## config.mk

```make
export PLATFORM = sky130hd
export DESIGN_NAME = rx_ring_ctrl
export DESIGN_NICKNAME = d
export VERILOG_FILES = /design/src/rtl/rx_ring_ctrl.sv
export SDC_FILE = /design/constraint.sdc
export NUM_CORES = 1
export LEC_CHECK = 0
export BUFFER_PORTS_ARGS = -buffer_cell sky130_fd_sc_hd__buf_2
export CAP_MARGIN = 40
export CORE_MARGIN = 2
export CORE_UTILIZATION = 45
export CTS_BUF_LIST = sky130_fd_sc_hd__clkbuf_8
export DETAILED_ROUTE_END_ITERATION = 10
export PLACE_DENSITY = 0.79
export SYNTH_ARGS = -nofsm -noshare
export SYNTH_HDL_FRONTEND = slang
export SYNTH_SLANG_ARGS = --single-unit
export TNS_END_PERCENT = 100
```

## constraint.sdc

```tcl
create_clock -name clk -period 2.9 [get_ports clk]
set_input_delay 0.58 -clock clk [delete_from_list [all_inputs] [get_ports clk]]
set_output_delay 0.58 -clock clk [all_outputs]
set_load 0.03 [all_outputs]
```

## src/rtl/rx_ring_ctrl.sv

```systemverilog
module rx_ring_ctrl #(
  parameter int DATA_W         = 32,
  parameter int UNIT_WORDS     = 1024,
  parameter int TICKS_PER_UNIT = 3200
) (
  input  logic                                clk,
  input  logic                                rst_n,
  input  logic                                reg_wr,
  input  logic                                reg_rd,
  input  logic [1:0]                          reg_addr,
  input  logic [31:0]                         reg_wdata,
  output logic [31:0]                         reg_rdata,
  input  logic                                in_valid,
  input  logic [DATA_W-1:0]                   in_data,
  input  logic                                in_last,
  output logic                                in_ready,
  output logic                                mem_req,
  output logic [11+$clog2(4*UNIT_WORDS):0]    mem_addr,
  output logic [DATA_W-1:0]                   mem_data,
  input  logic                                mem_ack,
  output logic                                irq_o,
  output logic [11:0]                         fill_idx,
  output logic                                idle_o
);
  localparam int WOFF_W = $clog2(4*UNIT_WORDS);
  localparam int CNT_W  = WOFF_W + 1;
  localparam int ADDR_W = 12 + WOFF_W;
  localparam int PCNT_W = (TICKS_PER_UNIT > 1) ? $clog2(TICKS_PER_UNIT) : 1;

  logic [1:0]        mode_q, bsz_q, dst_q;
  logic [3:0]        log_q;
  logic [7:0]        tmo_q;
  logic [8:0]        wptr_q;
  logic [11:0]       rptr_q, fill_q;
  logic [CNT_W-1:0]  wcnt_q;
  logic              in_frame_q, req_q, lastw_q, irq_q;
  logic [ADDR_W-1:0] addr_q;
  logic [DATA_W-1:0] data_q;
  logic [PCNT_W-1:0] pcnt_q;
  logic [7:0]        units_q;
  logic [31:0]       rdata_q;

  logic [3:0]        log_eff;
  logic [11:0]       mask, wr_idx;
  logic [CNT_W-1:0]  cap;
  logic              room, run, acc, full_close, tmo_close, close;

  assign log_eff    = (log_q < 4'd5) ? 4'd5 : (log_q > 4'd12) ? 4'd12 : log_q;
  assign mask       = 12'((13'd1 << log_eff) - 13'd1);
  assign wr_idx     = {wptr_q, 3'b000};
  assign room       = ((rptr_q ^ wr_idx) & mask) != 12'd0;
  assign run        = (mode_q == 2'b10) || (mode_q == 2'b01 && in_frame_q);
  assign cap        = CNT_W'(UNIT_WORDS) * CNT_W'({1'b0, bsz_q} + 3'd1);
  assign full_close = req_q && mem_ack && lastw_q;
  assign tmo_close  = !req_q && (wcnt_q != '0) && (tmo_q != 8'd0) && (units_q >= tmo_q);
  assign close      = full_close || tmo_close;
  assign in_ready   = run && room && !req_q && !tmo_close;
  assign acc        = in_valid && in_ready;

  assign idle_o    = !run && !req_q;
  assign mem_req   = req_q;
  assign mem_addr  = addr_q;
  assign mem_data  = data_q;
  assign irq_o     = irq_q;
  assign fill_idx  = fill_q;
  assign reg_rdata = rdata_q;

  logic unused_wdata;
  assign unused_wdata = ^{reg_wdata[29:24], reg_wdata[19:18], reg_wdata[15:14], reg_wdata[3:0]};

  always_ff @(posedge clk or negedge rst_n) begin
    if (!rst_n) begin
      mode_q <= '0; bsz_q <= '0; dst_q <= '0; log_q <= '0; tmo_q <= '0;
      wptr_q <= '0;
    end else if (reg_wr) begin
      if (reg_addr == 2'd0) begin
        mode_q <= reg_wdata[31:30];
        log_q  <= reg_wdata[23:20];
        bsz_q  <= reg_wdata[17:16];
        dst_q  <= reg_wdata[13:12];
        tmo_q  <= reg_wdata[11:4];
      end else if (reg_addr == 2'd1) begin
        wptr_q <= reg_wdata[11:3];
      end
    end
  end

  always_ff @(posedge clk or negedge rst_n) begin
    if (!rst_n) rdata_q <= '0;
    else if (reg_rd) begin
      case (reg_addr)
        2'd0:    rdata_q <= {mode_q, 6'b0, log_q, 2'b0, bsz_q, 2'b0, dst_q, tmo_q, 4'b0};
        2'd1:    rdata_q <= {20'b0, wptr_q, 3'b0};
        2'd2:    rdata_q <= {7'b0, idle_o, 12'b0, fill_q};
        default: rdata_q <= '0;
      endcase
    end
  end

  always_ff @(posedge clk or negedge rst_n) begin
    if (!rst_n) begin
      req_q <= 1'b0; lastw_q <= 1'b0; addr_q <= '0; data_q <= '0;
      wcnt_q <= '0; in_frame_q <= 1'b0;
      rptr_q <= '0; fill_q <= 12'hFFF; irq_q <= 1'b0;
    end else begin
      irq_q <= close && (dst_q == 2'b01);
      if (acc) begin
        req_q      <= 1'b1;
        addr_q     <= {rptr_q & mask, wcnt_q[WOFF_W-1:0]};
        data_q     <= in_data;
        lastw_q    <= (wcnt_q + CNT_W'(1)) == cap;
        wcnt_q     <= wcnt_q + CNT_W'(1);
        in_frame_q <= !in_last;
      end else if (req_q && mem_ack) begin
        req_q <= 1'b0;
      end
      if (close) begin
        fill_q <= rptr_q & mask;
        rptr_q <= (rptr_q + 12'd1) & mask;
        wcnt_q <= '0;
      end
    end
  end

  always_ff @(posedge clk or negedge rst_n) begin
    if (!rst_n) begin
      pcnt_q <= '0; units_q <= '0;
    end else if (acc || close) begin
      pcnt_q <= '0; units_q <= '0;
    end else if (pcnt_q == PCNT_W'(TICKS_PER_UNIT - 1)) begin
      pcnt_q <= '0;
      if (units_q != 8'hFF) units_q <= units_q + 8'd1;
    end else begin
      pcnt_q <= pcnt_q + PCNT_W'(1);
    end
  end

  assert_mem_hold_R9: assert property (@(posedge clk) disable iff (!rst_n)
    (mem_req && !mem_ack) |=> (mem_req && $stable(mem_addr) && $stable(mem_data)));

  assert_no_take_pending_R9: assert property (@(posedge clk) disable iff (!rst_n)
    mem_req |-> !in_ready);

  assert_irq_pulse_R6: assert property (@(posedge clk) disable iff (!rst_n)
    irq_o |=> !irq_o);

  assert_fill_irq_R6: assert property (@(posedge clk) disable iff (!rst_n)
    ((fill_q != $past(fill_q)) && ($past(dst_q) == 2'b01)) |-> irq_o);

  assert_idle_quiet_R7: assert property (@(posedge clk) disable iff (!rst_n)
    idle_o |-> (!mem_req && !in_ready));

  assert_pause_eof_R8: assert property (@(posedge clk) disable iff (!rst_n)
    (in_valid && in_ready && in_last && mode_q == 2'b01 && !reg_wr) |=> !in_ready);
endmodule

```

* Word-level counts from Yosys, hierarchy flattened
Cells that the tools add are included.
Word-level totals: bits in registers 176, bits in latches 0, RAM bits 0, bits in read-only memories 0, output and inout port bits 104, memories 0
Operators by class: $add $sub $neg 6, multipliers 0, div/mod/pow operators 0, magnitude comparators 3, equal/unequal tests 8, shift operators 1, multiplexer cells 12, bitwise operators 5, reductions and logical operators 30
Operator list (count):
- $pmux W32 S3 | 1
- $and A12 B12 Y12 | 3
- $mux W13 | 2
- $add A12 B1 Y12 const B | 2
- $mux W12 | 2
- $mux W8 | 3
- $add A13 B1 Y13 const B | 1
- $eq A13 B13 Y1 | 1
- $reduce_bool A13 Y1 | 1
- $eq A12 B12 Y1 const B | 1
- $logic_and A1 B1 Y1 | 12
- $reduce_bool A12 Y1 | 1
- $shl A1 B4 Y12 const A | 1
- $sub A12 B1 Y12 const B | 1
- $xor A12 B12 Y12 | 1
- $add A8 B1 Y8 const B | 1
- $ge A8 B8 Y1 | 1
- $mux W4 | 2
- $ne A8 B8 Y1 const B | 1
- $reduce_bool A2 Y1 | 4
- $reduce_bool A8 Y1 | 1
- $eq A2 B1 Y1 const B | 3
- $eq A2 B2 Y1 const B | 2
- $gt A4 B4 Y1 const B | 1
- other kinds (9) | 16

* Longest topological paths before layout
depth in word-level cells 14, mapped depth 10

* Least setup slack after synthesis
No wires, ideal clock.
path type reg2out, start register tmo_q[6], end output in_ready, arrival 2373 ps, path slack -53 ps, cell stages (with the launch flop) 8, path through dfrtp_1 > inv_1 > ha_1 > a211oi_1 > and3_1 > o21ai_0 > and2_4 > nor4_1
Between the ends: word-level cells in the longest chain between the ends 5
RTL lines:
- from (decl) | RTL line 32 | logic [7:0] tmo_q;
- from (signal assigned) | RTL line 81 | tmo_q <= reg_wdata[11:4];
- branches (longest 2 deep; another with $ge A8 B8 Y1)
- $logic_and A1 B1 Y1 (*) | RTL line 55 | assign tmo_close = !req_q && (wcnt_q != '0) && (tmo_q != 8'd0) && (units_q >= tmo_q);
- $logic_not A1 Y1 (*) | RTL line 57 | assign in_ready = run && room && !req_q && !tmo_close;
- $logic_and A1 B1 Y1 (*) | RTL line 57
- to (decl) | RTL line 16 | output logic in_ready,
Every way passes the cells marked *.

* Final worst setup path
start register tmo_q[7], end output in_ready
Same word-level chain as after synthesis.

==> run_results.csv <==
group,metric,value,unit
clocking,cts_made_buffers,17,
placed_design,gp_congestion,0.889,
finish,syn_to_final_growth,21.7,%
synthesis,synth_cell_types,62,
detailed_routing,ant_nets,0,
timing,slew_viol_final,0,
worst_setup_path,r2r_start,"tmo_q[7]$_DFFE_PN0P_",
die,dieArea,0.0188,mm^2
detailed_routing,drtPass1Iterations,6,
finish,drive_gt1_share,35.5,%
placed_design,io_buffer_count,154,
clocking,cts.sinks,167,
worst_hold_path,hold_class,"in2async",
clocking,worstSkewPairLatency,470,ps
die,initial_core_util,46.0,%
worst_setup_path,crit_top_cell,"and2_4",
timing,rsz0062_at_grt,"false",
run_status,status,"complete, no violations",
finish,final_net_count,996,
worst_setup_path,worstSetupStartpointType,"flip-flop",
synthesis,synth_seq_area_share,52.7,%
timing,slew_headroom,60.4,%
finish,n_antenna_cell,0,
timing,fmax,356,MHz
worst_setup_path,cp.depth,8,
placed_design,hpwlAfterDp,13600,um
power_and_ir_drop,ir_drop,0.000602,V
clocking,clockRootBuffer,"clkbuf_8",
finish,fill_cells,1465,
timing,setup_viol,0,
worst_setup_path,path_cells,"inv_1 > ha_1 > nor2_1 > a211oi_2 > and2_4 > and2_4 > nor4_4 > buf_6",
worst_setup_path,worstPathArrival,2230,ps
detailed_routing,drt-initial-drc-count,452,
die,die_y,137,um
detailed_routing,vias,6286,
worst_setup_path,cp.required,2320,ps
synthesis,synthCells,736,
grt,grt_overflow,0,
timing,period_share,96.9,%
synthesis,synthesis.area_per_instance,10.8,um^2
timing,fin_crit,2810,ps
synthesis,synth_ff_type,"dfrtp_1",
die,rows,48,
worst_setup_path,reg2reg_to,"mem_data[3]$_DFFE_PN0P_",
clocking,cts_buffer_depth,2,
detailed_routing,wire_per_inst,16.9,um
worst_setup_path,critPathMaxStageDelay,420,ps
grt,grt_pass1_vias,6175,
worst_setup_path,cp-startpoint,"tmo_q[7]$_DFFE_PN0P_",
grt,antenna_found_initial,1,
timing,fin_setup_tns,0,ps
worst_setup_path,r2r_setup_slack,300,ps
clocking,cts.clk_slew.worst_paths,90,ps
synthesis,ys_ff_latch,167,
worst_setup_path,end_kind,"output port",
clocking,postCtsHoldBufs,0,
synthesis,synth-edff-count,0,
worst_setup_path,cpMaxStageDelayCell,"dfrtp_1",
finish,final-instance-count-excl-fill,1146,
detailed_routing,drt-vias-per-instance,5.49,
die,coreArea,0.0173,mm^2
grt,grt_max_degree,63,
worst_setup_path,reg2reg_depth,10,
worst_setup_path,path_class,"reg2out",
power_and_ir_drop,powerDensity,831,mW/mm^2
grt,grtUsageTotal,21.2,%
die,ios,177,
detailed_routing,drc,0,
timing,finClkSkew,18.5,ps
worst_setup_path,cp-endpoint,"in_ready",
timing,worst_pin_slew,594,ps
grt,grt_pass1_wl,30900,um
clocking,htree_levels,4,
detailed_routing,wirelength,19400,um
power_and_ir_drop,p_leak,4.53,nW
timing,final_hold_viol_count,0,
synthesis,synth_area,0.00796,mm^2
placed_design,post-place-cells,1103,
worst_setup_path,path_delay_family,"simple AND/OR/NAND/NOR gates",
worst_setup_path,cp_num_buf_inv,2,
synthesis,async_reset_ff_share,100,%
synthesis,yosys_warnings,0,
die,die_x,137,um
worst_setup_path,crit_fanout,4,
flow_run,drv_cap,0,
clocking,cts_tree,"yes",
[registers in the layout, indices dropped and copies added (netlist names), 2 cells and up]
register,cells
units_q,8
wcnt_q,13
tmo_q,8
rptr_q,12
mem_addr,24
pcnt_q,12
reg_rdata,23
mem_data,32
mode_q,2
log_q,4
fill_idx,12
bsz_q,2
wptr_q,9
dst_q,2
[cell families after synthesis]
| family | Yosys count | synth area share, % |
|---|---|---|
| AO/OA/AOI/OAI | 110 | 8.45 |
| XOR/XNOR | 32 | 3.52 |
| adder cells (fa/ha/maj) | 15 | 2.36 |
| buffers and inverters | 85 | 5.19 |
| flip-flops | 167 | 52.7 |
| multiplexers | 91 | 12.5 |
| other | 2 | 0.0943 |
| AND/OR/NAND/NOR | 234 | 15.2 |
[how the worst min path moves through the flow]
stage | endpoint | slack (ps) | depth (start not counted)
3_5_place_dp | irq_o$_DFF_PN0_ | 450 | 1
6_report | mem_addr[16]$_DFFE_PN0P_ | 80 | 1
4_1_cts | mem_addr[16]$_DFFE_PN0P_ | 80 | 1
5_1_grt | mem_addr[16]$_DFFE_PN0P_ | 110 | 1
3_3_place_gp | irq_o$_DFF_PN0_ | 440 | 1
2_1_floorplan | bsz_q[0]$_DFFE_PN0P_ | 280 | 0
[metrics by stage]
step	instance area (um^2)	utilization (%)	hold WS [ps]	setup WS, ps	power [W]
3_5_place_dp	9050	52.3	445	198	0.00606
3_3_place_gp	9050	52.3	438	240	0.00596
6_report	9690	56.0	79.6	89.9	0.00805
2_1_floorplan	8000	-	284	287	0.00519
5_1_grt	9690	56.0	107	11.9	0.00849
4_1_cts	9640	55.8	82.3	0.0155	0.00808
[report_power, final]
part	switching, W	total, W	internal, W
clock network	0.000914	0.00191	0.000998
logic	0.00174	0.00284	0.00110
registers	0.000425	0.00330	0.00288
[cell usage after synthesis (all sizes together), types with 6 or more instances]
master / count / share of area (%)
nand2: 77 / 3.6
xnor2: 16 / 1.8
nand2b: 6 / 0.47
o211ai: 6 / 0.57
dfstp: 12 / 4.0
inv: 39 / 1.8
nand3: 25 / 1.6
a21oi: 33 / 2.1
nor2: 31 / 1.5
clkbuf: 17 / 0.80
nor3: 23 / 1.6
mux2i: 21 / 2.6
dfrtp: 155 / 49
and3: 7 / 0.55
buf: 29 / 2.5
nor4: 13 / 1.1
o21ai: 41 / 2.6
mux2: 70 / 9.9
xor2: 16 / 1.8
ha: 15 / 2.4
nand4: 13 / 1.0
or4: 7 / 0.66
[final cells by class]
type,count,area [um^2],area share [%]
clock buffers,19,262,2.70
clock inverters,13,191,1.97
inverters,39,146,1.51
multi-input cells,494,3500,36.2
flip-flops and latches,167,4200,43.3
well taps,225,282,2.90
repair buffers,189,1110,11.4
[cells in the final DEF (no fill, tap or decap), types with 12 or more instances in the layout]
cell type	count
buf_4	29
xor2_1	16
nand4_1	13
nand2_1	77
nand3_1	25
dfstp_2	12
xnor2_1	15
buf_2	153
a21oi_1	32
clkbuf_8	19
dfrtp_1	149
mux2_2	64
nor3_1	21
mux2i_1	21
nor2_1	31
o21ai_0	39
inv_1	39
ha_1	14
[what timing repair did]
item                                    4_1_cts  5_1_grt
pin swaps                                     5        0
resized for setup                            15       10
endpoints found under the setup margin        1        1
gates cloned                                  1        0
setup buffers                                 9        1
endpoints found under the hold margin         0        0
[routing by layer]
metal | part of all wire (%) | track usage [%] | vias up
met2 | 48 | 34.4 | 236
met1 | 44 | 27.5 | 3078
met5 | 0.036 | 0 | -
met3 | 5.2 | 4.59 | 53
li1 | - | - | 2917
met4 | 3.0 | 9.16 | 2
Power figures use the tool's default switching activity.
